$ cat src/rtl/mac_pkg.sv
package mac_pkg;
  localparam int OP_W    = 16;
  localparam int PROD_W  = 2 * OP_W;
  localparam int WORD_W  = 32;
  localparam int WIDE_W  = 42;
  localparam int HI_BITS = WIDE_W - WORD_W;
  localparam int EXT_W   = 2 * WORD_W - WIDE_W;

  typedef struct packed {
    logic [WORD_W-1:0] val;
    logic              ovf;
  } sat_res_t;

  // Signed product of two operands, computed on sign-extended copies.
  function automatic logic [PROD_W-1:0] smul(input logic [OP_W-1:0] a,
                                             input logic [OP_W-1:0] b);
    logic [PROD_W-1:0] ea, eb;
    ea = {{(PROD_W-OP_W){a[OP_W-1]}}, a};
    eb = {{(PROD_W-OP_W){b[OP_W-1]}}, b};
    return ea * eb;
  endfunction

  // Wide sum: low HI_BITS of hi concatenated with lo, plus extended product.
  function automatic logic [WIDE_W-1:0] wide_add(input logic [WORD_W-1:0] hi,
                                                 input logic [WORD_W-1:0] lo,
                                                 input logic [PROD_W-1:0] p);
    logic [WIDE_W-1:0] acc, ep;
    acc = {hi[HI_BITS-1:0], lo};
    ep  = {{(WIDE_W-PROD_W){p[PROD_W-1]}}, p};
    return acc + ep;
  endfunction

  // Clamped 32-bit signed sum with an overflow indication.
  function automatic sat_res_t sat_add(input logic [WORD_W-1:0] lo,
                                       input logic [PROD_W-1:0] p);
    logic [WORD_W:0] s;
    sat_res_t r;
    s = {lo[WORD_W-1], lo} + {{(WORD_W+1-PROD_W){p[PROD_W-1]}}, p};
    if (!s[WORD_W] && s[WORD_W-1]) begin
      r.val = {1'b0, {(WORD_W-1){1'b1}}};
      r.ovf = 1'b1;
    end else if (s[WORD_W] && !s[WORD_W-1]) begin
      r.val = {1'b1, {(WORD_W-1){1'b0}}};
      r.ovf = 1'b1;
    end else begin
      r.val = s[WORD_W-1:0];
      r.ovf = 1'b0;
    end
    return r;
  endfunction
endpackage

$ cat src/rtl/mac_mult.sv
module mac_mult
  import mac_pkg::*;
(
  input  logic [OP_W-1:0]   op_a,
  input  logic [OP_W-1:0]   op_b,
  output logic [PROD_W-1:0] product
);
  assign product = smul(op_a, op_b);
endmodule

$ cat src/rtl/mac_acc.sv
module mac_acc
  import mac_pkg::*;
(
  input  logic              clk,
  input  logic              rst_n,
  input  logic              fire,
  input  logic              sat_mode,
  input  logic [PROD_W-1:0] product,
  input  logic              hi_we,
  input  logic              lo_we,
  input  logic [WORD_W-1:0] wdata,
  output logic [WORD_W-1:0] acc_hi,
  output logic [WORD_W-1:0] acc_lo,
  output logic              clamp_evt
);
  logic [WIDE_W-1:0] wide_sum;
  sat_res_t          sat_sum;
  logic [WORD_W-1:0] hi_nxt, lo_nxt;

  assign wide_sum  = wide_add(acc_hi, acc_lo, product);
  assign sat_sum   = sat_add(acc_lo, product);
  assign clamp_evt = fire && sat_mode && sat_sum.ovf;

  always_comb begin
    hi_nxt = acc_hi;
    lo_nxt = acc_lo;
    if (hi_we || lo_we) begin
      if (hi_we) hi_nxt = wdata;
      if (lo_we) lo_nxt = wdata;
    end else if (fire) begin
      if (sat_mode) begin
        lo_nxt    = sat_sum.val;
        hi_nxt[0] = acc_hi[0] | sat_sum.ovf;
      end else begin
        lo_nxt = wide_sum[WORD_W-1:0];
        hi_nxt = {{EXT_W{wide_sum[WIDE_W-1]}}, wide_sum[WIDE_W-1:WORD_W]};
      end
    end
  end

  always_ff @(posedge clk or negedge rst_n) begin
    if (!rst_n) begin
      acc_hi <= '0;
      acc_lo <= '0;
    end else begin
      acc_hi <= hi_nxt;
      acc_lo <= lo_nxt;
    end
  end


  wide_sign_ext_chk: assert property (@(posedge clk) disable iff (!rst_n)
    $past(fire && !sat_mode) |->
      acc_hi[WORD_W-1:HI_BITS] == {EXT_W{acc_hi[HI_BITS-1]}});


  sat_hi_keep_chk: assert property (@(posedge clk) disable iff (!rst_n)
    $past(fire && sat_mode) |->
      acc_hi[WORD_W-1:1] == $past(acc_hi[WORD_W-1:1]));


  clamp_value_chk: assert property (@(posedge clk) disable iff (!rst_n)
    $past(clamp_evt) |->
      (acc_lo == {1'b0, {(WORD_W-1){1'b1}}} || acc_lo == {1'b1, {(WORD_W-1){1'b0}}}));


  ovf_sticky_chk: assert property (@(posedge clk) disable iff (!rst_n)
    $past(acc_hi[0] && !hi_we && sat_mode) |-> acc_hi[0]);


  ovf_set_chk: assert property (@(posedge clk) disable iff (!rst_n)
    $past(clamp_evt) |-> acc_hi[0]);
endmodule

$ cat src/rtl/mac_ptr.sv
module mac_ptr #(
  parameter int PTR_W    = 32,
  parameter int PTR_STEP = 2
) (
  input  logic             clk,
  input  logic             rst_n,
  input  logic             fire,
  input  logic             ptr_we,
  input  logic [PTR_W-1:0] ptr_a_wdata,
  input  logic [PTR_W-1:0] ptr_b_wdata,
  output logic [PTR_W-1:0] ptr_a,
  output logic [PTR_W-1:0] ptr_b
);
  localparam logic [PTR_W-1:0] STEP = PTR_W'(PTR_STEP);

  always_ff @(posedge clk or negedge rst_n) begin
    if (!rst_n) begin
      ptr_a <= '0;
      ptr_b <= '0;
    end else if (ptr_we) begin
      ptr_a <= ptr_a_wdata;
      ptr_b <= ptr_b_wdata;
    end else if (fire) begin
      ptr_a <= ptr_a + STEP;
      ptr_b <= ptr_b + STEP;
    end
  end


  ptr_step_chk: assert property (@(posedge clk) disable iff (!rst_n)
    $past(fire && !ptr_we) |->
      (ptr_a - $past(ptr_a) == STEP) && (ptr_b - $past(ptr_b) == STEP));
endmodule

$ cat src/rtl/mac_unit.sv
module mac_unit
  import mac_pkg::*;
#(
  parameter int PTR_W    = 32,
  parameter int PTR_STEP = 2
) (
  input  logic              clk,
  input  logic              rst_n,
  input  logic              sat_mode,
  input  logic              acc_valid,
  input  logic [OP_W-1:0]   op_a,
  input  logic [OP_W-1:0]   op_b,
  input  logic              hi_we,
  input  logic              lo_we,
  input  logic [WORD_W-1:0] wdata,
  input  logic              ptr_we,
  input  logic [PTR_W-1:0]  ptr_a_wdata,
  input  logic [PTR_W-1:0]  ptr_b_wdata,
  output logic [WORD_W-1:0] acc_hi,
  output logic [WORD_W-1:0] acc_lo,
  output logic [PTR_W-1:0]  ptr_a,
  output logic [PTR_W-1:0]  ptr_b,
  output logic              done
);
  logic              any_write;
  logic              acc_fire;
  logic              clamp_evt;
  logic [PROD_W-1:0] product;

  assign any_write = hi_we | lo_we | ptr_we;
  assign acc_fire  = acc_valid & ~any_write;

  mac_mult u_mult (
    .op_a    (op_a),
    .op_b    (op_b),
    .product (product)
  );

  mac_acc u_acc (
    .clk       (clk),
    .rst_n     (rst_n),
    .fire      (acc_fire),
    .sat_mode  (sat_mode),
    .product   (product),
    .hi_we     (hi_we),
    .lo_we     (lo_we),
    .wdata     (wdata),
    .acc_hi    (acc_hi),
    .acc_lo    (acc_lo),
    .clamp_evt (clamp_evt)
  );

  mac_ptr #(.PTR_W(PTR_W), .PTR_STEP(PTR_STEP)) u_ptr (
    .clk         (clk),
    .rst_n       (rst_n),
    .fire        (acc_fire),
    .ptr_we      (ptr_we),
    .ptr_a_wdata (ptr_a_wdata),
    .ptr_b_wdata (ptr_b_wdata),
    .ptr_a       (ptr_a),
    .ptr_b       (ptr_b)
  );

  always_ff @(posedge clk or negedge rst_n) begin
    if (!rst_n) done <= 1'b0;
    else        done <= acc_fire;
  end


  done_src_chk: assert property (@(posedge clk) disable iff (!rst_n)
    done |-> $past(acc_valid));


  write_wins_chk: assert property (@(posedge clk) disable iff (!rst_n)
    $past(acc_valid && any_write) |-> !done);


  cancel_ptr_chk: assert property (@(posedge clk) disable iff (!rst_n)
    $past(acc_valid && (hi_we || lo_we) && !ptr_we) |-> $stable(ptr_a) && $stable(ptr_b));


  done_single_chk: assert property (@(posedge clk) disable iff (!rst_n)
    (done && !acc_valid) |=> !done);
endmodule

$ cat config.mk
export PLATFORM = sky130hd
export DESIGN_NAME = mac_unit
export DESIGN_NICKNAME = d
export VERILOG_FILES = /design/src/rtl/mac_pkg.sv /design/src/rtl/mac_mult.sv /design/src/rtl/mac_acc.sv /design/src/rtl/mac_ptr.sv /design/src/rtl/mac_unit.sv
export SDC_FILE = /design/constraint.sdc
export NUM_CORES = 1
export LEC_CHECK = 0
export ABC_AREA = 1
export BUFFER_PORTS_ARGS = -buffer_cell sky130_fd_sc_hd__buf_2
export CAP_MARGIN = 20
export CELL_PAD_IN_SITES_DETAIL_PLACEMENT = 0
export CELL_PAD_IN_SITES_GLOBAL_PLACEMENT = 1
export CORE_MARGIN = 2
export CORE_UTILIZATION = 44
export DETAILED_ROUTE_END_ITERATION = 16
export MAX_ROUTING_LAYER = met4
export PLACE_DENSITY = 0.85
export RECOVER_POWER = 50
export SETUP_SLACK_MARGIN = 0.5
export SYNTH_ARGS = -nofsm -noshare
export SYNTH_HDL_FRONTEND = slang
export SYNTH_SLANG_ARGS = --single-unit
$ cat constraint.sdc
create_clock -name clk -period 3.5 [get_ports clk]
set_input_delay 0.7 -clock clk [delete_from_list [all_inputs] [get_ports clk]]
set_output_delay 0.7 -clock clk [all_outputs]
set_load 0.02 [all_outputs]
## Word-level counts from Yosys, hierarchy flattened

Index checks and enable logic that the tools add are counted.

- Flip-flop bits (word level): 129
- Bits of input ports: 135
- Output and inout bits: 129
- Word-level logic and storage cells: 44

- Add/sub/neg operators: 4
- $mul: 1
- Equality and inequality tests: 3
- Muxes and demuxes: 15
- Bitwise operators: 5
- Reductions and logical operators: 10

Operator list:

| cell | count |
|---|---|
| two-way mux 32 bit | 11 |
| two-way mux 33 bit | 2 |
| adder 32 x 2 -> 32 bit (second input constant) | 2 |
| adder 42 bit | 1 |
| adder 32 x 32 -> 33 bit | 1 |
| multiplier 16 x 16 -> 32 bit | 1 |
| two-way mux 31 bit | 1 |
| inequality test 2 bit (second input constant) | 2 |
| AND reduction 2 bit | 2 |
| nonzero test 2 bit | 2 |
| bitwise OR 1 bit | 3 |
| AND reduction 3 bit | 1 |
| logical AND 1 bit | 2 |
| logical NOT 1 bit | 2 |
| inequality test 2 x 1 -> 1 bit (second input constant) | 1 |
| bitwise AND 1 bit | 1 |
| logical OR 1 bit | 1 |
| two-way mux 1 bit | 1 |
| inverter 1 bit | 1 |

## Longest topological paths before layout

- Word-level depth: 10
- Gate-level depth with buffers: 49
- Depth with buffers taken out: 47

## Modules after synthesis

Synthesis repeated with hierarchy kept, for this count alone.

- Cell total of the unflattened synthesis: 3302
- Area, all modules: 22044.9 sq um

Modules (own cells, without submodules):

| module | times used | cells an instance | area an instance (sq um) | seq. area each (sq um) |
|---|---|---|---|---|
| mac_mult | 1 | 1515 | 11045.6 | 0.0 |
| mac_acc | 1 | 1132 | 6571.3 | 1601.5 |
| mac_ptr | 1 | 648 | 4380.5 | 1601.5 |
| mac_unit | 1 | 7 | 47.5 | 25.0 |

## Least setup slack after synthesis

OpenSTA, ideal clock, no wires.

- Kind: input to register
- Start: input port op_b[4]
- End: register u_acc.acc_lo[19]
- Library setup time: 77 ps
- Data arrival time: 8093 ps
- Data required time: 3423 ps
- Setup slack: -4671 ps
- Stages: 40
- Buffers on the path: 3
- Cells stage by stage: clkbuf_1 > clkbuf_1 > nand2_1 > inv_1 > fa_1 > inv_1 > fa_1 > inv_1 > fa_1 > fa_1 > fa_1 > inv_1 > fa_1 > inv_1 > ha_1 > nand2_1 > inv_1 > nand2_1 > (+4 left out) > nand2_1 > nand2_2 > ha_1 > inv_1 > o21bai_1 > a21oi_1 > nand2_1 > a21oi_1 > nand2_1 > nand2_1 > nand2_1 > ha_1 > nand2_1 > clkbuf_1 > nand3_1 > nand2_1 > nand2_1 > a21oi_1

- Word-level cells in the longest chain between the ends: 9
- Elaborated cells between the ends (all ways): 12
- Classes of those cells: add/sub: 2; mul: 1; mux: 5; reduce/logical: 4

RTL lines:

| item | RTL line | source |
|---|---|---|
| start: declaration | mac_unit.sv:12 | `input logic [OP_W-1:0] op_b,` |
| multiplier 16 x 16 -> 32 bit * | mac_pkg.sv:20 | `return ea * eb;` |
| adder 32 x 32 -> 33 bit | mac_pkg.sv:38 | `s = {lo[WORD_W-1], lo} + {{(WORD_W+1-PROD_W){p[PROD_W-1]}}, p};` |
| logical NOT 1 bit | mac_pkg.sv:42 | `end else if (s[WORD_W] && !s[WORD_W-1]) begin` |
| logical AND 1 bit | mac_pkg.sv:42 |  |
| two-way mux 33 bit | mac_pkg.sv:42 |  |
| two-way mux 33 bit | mac_pkg.sv:39 | `if (!s[WORD_W] && s[WORD_W-1]) begin` |
| two-way mux 32 bit * | mac_acc.sv:31 | `if (sat_mode) begin` |
| two-way mux 32 bit * | mac_acc.sv:30 | `end else if (fire) begin` |
| two-way mux 32 bit * | mac_acc.sv:27 | `if (hi_we \|\| lo_we) begin` |
| end signal: assignment | mac_acc.sv:47 | `acc_lo <= lo_nxt;` |
| end: declaration | mac_acc.sv:13 | `output logic [WORD_W-1:0] acc_lo,` |

Every way passes the cells marked *; elsewhere a longest branch is shown, timed or not. The select of a mux whose other input is x is not followed.
A chain may end at the register's enable or synchronous reset.

## Worst setup path after layout

- Start: input port op_b[6]
- End: register u_acc.acc_lo[16]

The elaborated chain is that of the path after synthesis.

==> results.txt <==
Area leader, netlist: fa_1
Post-synthesis cell count: 2957
Seq/Total Area, Yosys: 15.3%
Core ar.: 47500 um^2
Yosys cell types: 53
Drt initial violations: 1250
Nets: 4102
MaxCap Viol Count: 3
Via count: 21500
Netlist Area Pre-Place: 21100 um^2
DP Wirelength: 58.3 mm
DRC: 0
Worst hold slack: 0.472 ns
Failing checks: max-capacitance violations, max-slew violations, negative setup slack
Die Y: 223 um
Die Width: 223 um
RD Place Congestion: 0.958
Final Routed Wirelength: 73.0 mm
H-Tree Depth: 4
IO Port Bufs: 263
Max transition margin: -41.5%
Layout Area Growth over Synthesis: 36.8%
Pin count of the biggest net entering global routing: 68
First-pass detailed-route iteration total: 5
# setup viols final: 93
Reg clk slew, reported paths: 0.07 ns
Setup ws final: -4.12 ns
Top post-synthesis cells by area: fa_1, dfrtp_1, nand2_1, inv_1, ha_1
First-pass GRT wire length: 116 mm
RSZ-0062 raised after global routing: true
Layout cells sized above 1: 31.8%
Total track usage: 30.3%
Worst slew pin tran: 2.12 ns
IO Pins: 264
Synth top area share: 24.9%
Final instance area: 28900 um^2
# clock sinks: 129
TritonCTS clock tree: done
Worst EP arrival: 7.92 ns
Placed instance area: 26100 um^2
Max-slew violation count: 138
Top-count cell post-synth: nand2_1
Clock skew: 0.0186 ns
Asr flop ratio synth: 100%
Num CTS Buffers: 17
Top post-synthesis cells by count: nand2_1, inv_1, nor2_1, fa_1, a21oi_1
Syn avg cell area: 7.14 um^2
Critical Path End Type: register
Slowest stage delay, CP: 0.57 ns
Crit Path Max Fanout: 8
Main synth FF type: dfrtp_1
Final ANT Viol Nets: 0
Final hold vios: 0
R2R Setup Slk: 0.48 ns
Yosys reg bits: 129
Layout fillers: 4294
Slowest CP cell: fa_1
Fmax: 0.131 GHz
Starting Density: 44.4%
Longest Clk Path Bufs: 2
Final min period: 7.62 ns
Syn_nets: 3482
Initial antenna violation count: 5
Clk_lat worst skew: 0.43 ns
Min-Delay Path Class: primary input to register
Crit-path leading delay family: adder cells
Via-to-Cell Ratio: 5.10
Num rows: 80
Synth warn: 0
Critical Path Source Type: primary input
Status: finished, violations left
Die Area: 49700 um^2
Hold_buf cts: 0
EDFF count, synth: 0
CTS Root Cell: clkbuf_16
Kind of critical path: primary input to register
WL per Instance: 17.4 um
Critical Path RT: 3.80 ns
Vias in the first global route: 21900
Worst path buffer plus inverter count: 16
Final worst path period share: 218%
Grt ovf: 0
## registers in the layout, summed over array words and instances (netlist names)
name          cells
u_acc.acc_hi     32
u_ptr.ptr_a      32
done              1
u_acc.acc_lo     32
u_ptr.ptr_b      32
## worst paths after layout
| check | from | depth (start not counted) | to |
|---|---|---|---|
| worst max register to register | u_acc.acc_lo[0] | 20 | u_acc.acc_lo[9] |
| max in group asynchronous | rst_n | 2 | u_ptr.ptr_b[16] |
| worst min-delay path | ptr_b_wdata[0] | 3 | u_ptr.ptr_b[0] |
| worst min register to register | u_ptr.ptr_b[0] | 2 | u_ptr.ptr_b[0] |
| worst max-delay path | op_b[6] | 43 | u_acc.acc_lo[16] |
| min in group asynchronous | rst_n | 1 | u_ptr.ptr_a[26] |
## cell type report
cell class	count	area, um^2	share of cell area, %
sequential	129	3230	11.2
clock buffer	19	453	1.57
multi-input combinational	2059	16600	57.5
timing repair inverter	1	16.3	0.0563
tap	615	769	2.67
inverter	664	2520	8.73
clock inverter	12	170	0.589
antenna	5	12.5	0.0433
timing repair buffer	705	5100	17.7
## tightest hold or removal path, stage by stage
cell	delay, ns
buf_2	0.08
nand2_1	0.04
nand2_1	0.05
## cells by family (layout without fill, tap and decap cells)
logic type / Yosys count / in the layout / synth area share, %
other: 0 / 5 / 0
flip-flops: 129 / 129 / 15.3
buffers and inverters: 770 / 1401 / 13.9
AND/OR/NAND/NOR: 1281 / 1282 / 25.6
adder cells (fa/ha/maj): 390 / 390 / 32.5
AO/OA/AOI/OAI: 299 / 299 / 9.10
XOR/XNOR: 88 / 88 / 3.65
## per-stage QoR
stage,utilization (%),std cells,TNS (ns),worst slack (ns)
2_1_floorplan,-,2957,-246.84,-3.99
6_report,60.7,4209,-269.43,-4.12
5_1_grt,60.7,4209,-287.57,-4.36
3_3_place_gp,54.9,4092,-288.32,-4.67
3_5_place_dp,54.9,4092,-292.70,-4.75
4_1_cts,59.0,4177,-246.41,-3.95
## placed cells by master, fill, tap and decap left out, types with 17 or more instances in the layout
master / instances
a21oi_2: 56
dfrtp_1: 129
nor2_4: 24
xnor2_1: 38
inv_2: 45
nand4_1: 24
o21ai_0: 30
buf_6: 37
nand3_1: 76
nor2_2: 32
xor2_1: 46
nand3_2: 29
nand2_1: 683
nand2_4: 28
fa_1: 252
inv_1: 612
clkbuf_16: 18
o21ai_2: 20
buf_2: 212
clkbuf_1: 30
ha_1: 90
o211ai_1: 22
nor2_1: 250
buf_12: 18
ha_4: 35
nor3_1: 17
nand2_2: 78
a21oi_4: 26
a21oi_1: 82
buf_4: 399
## routing by layer
metal,track usage (%),share of wire (%),vias to the layer above
met5,-,0,-
met4,9.20,3.3,0
met3,3.06,4.7,151
met2,49.9,49,687
met1,39.5,43,10500
li1,-,-,10100
## timing repair
action	CTS	global route
endpoints found under the setup margin	64	64
setup buffers	50	26
pin swaps	167	152
gates resized for setup	228	177
gates cloned	4	1
Power is not shown: default switching activity piles up to over one toggle a cycle in this logic, so the estimate is an artifact.
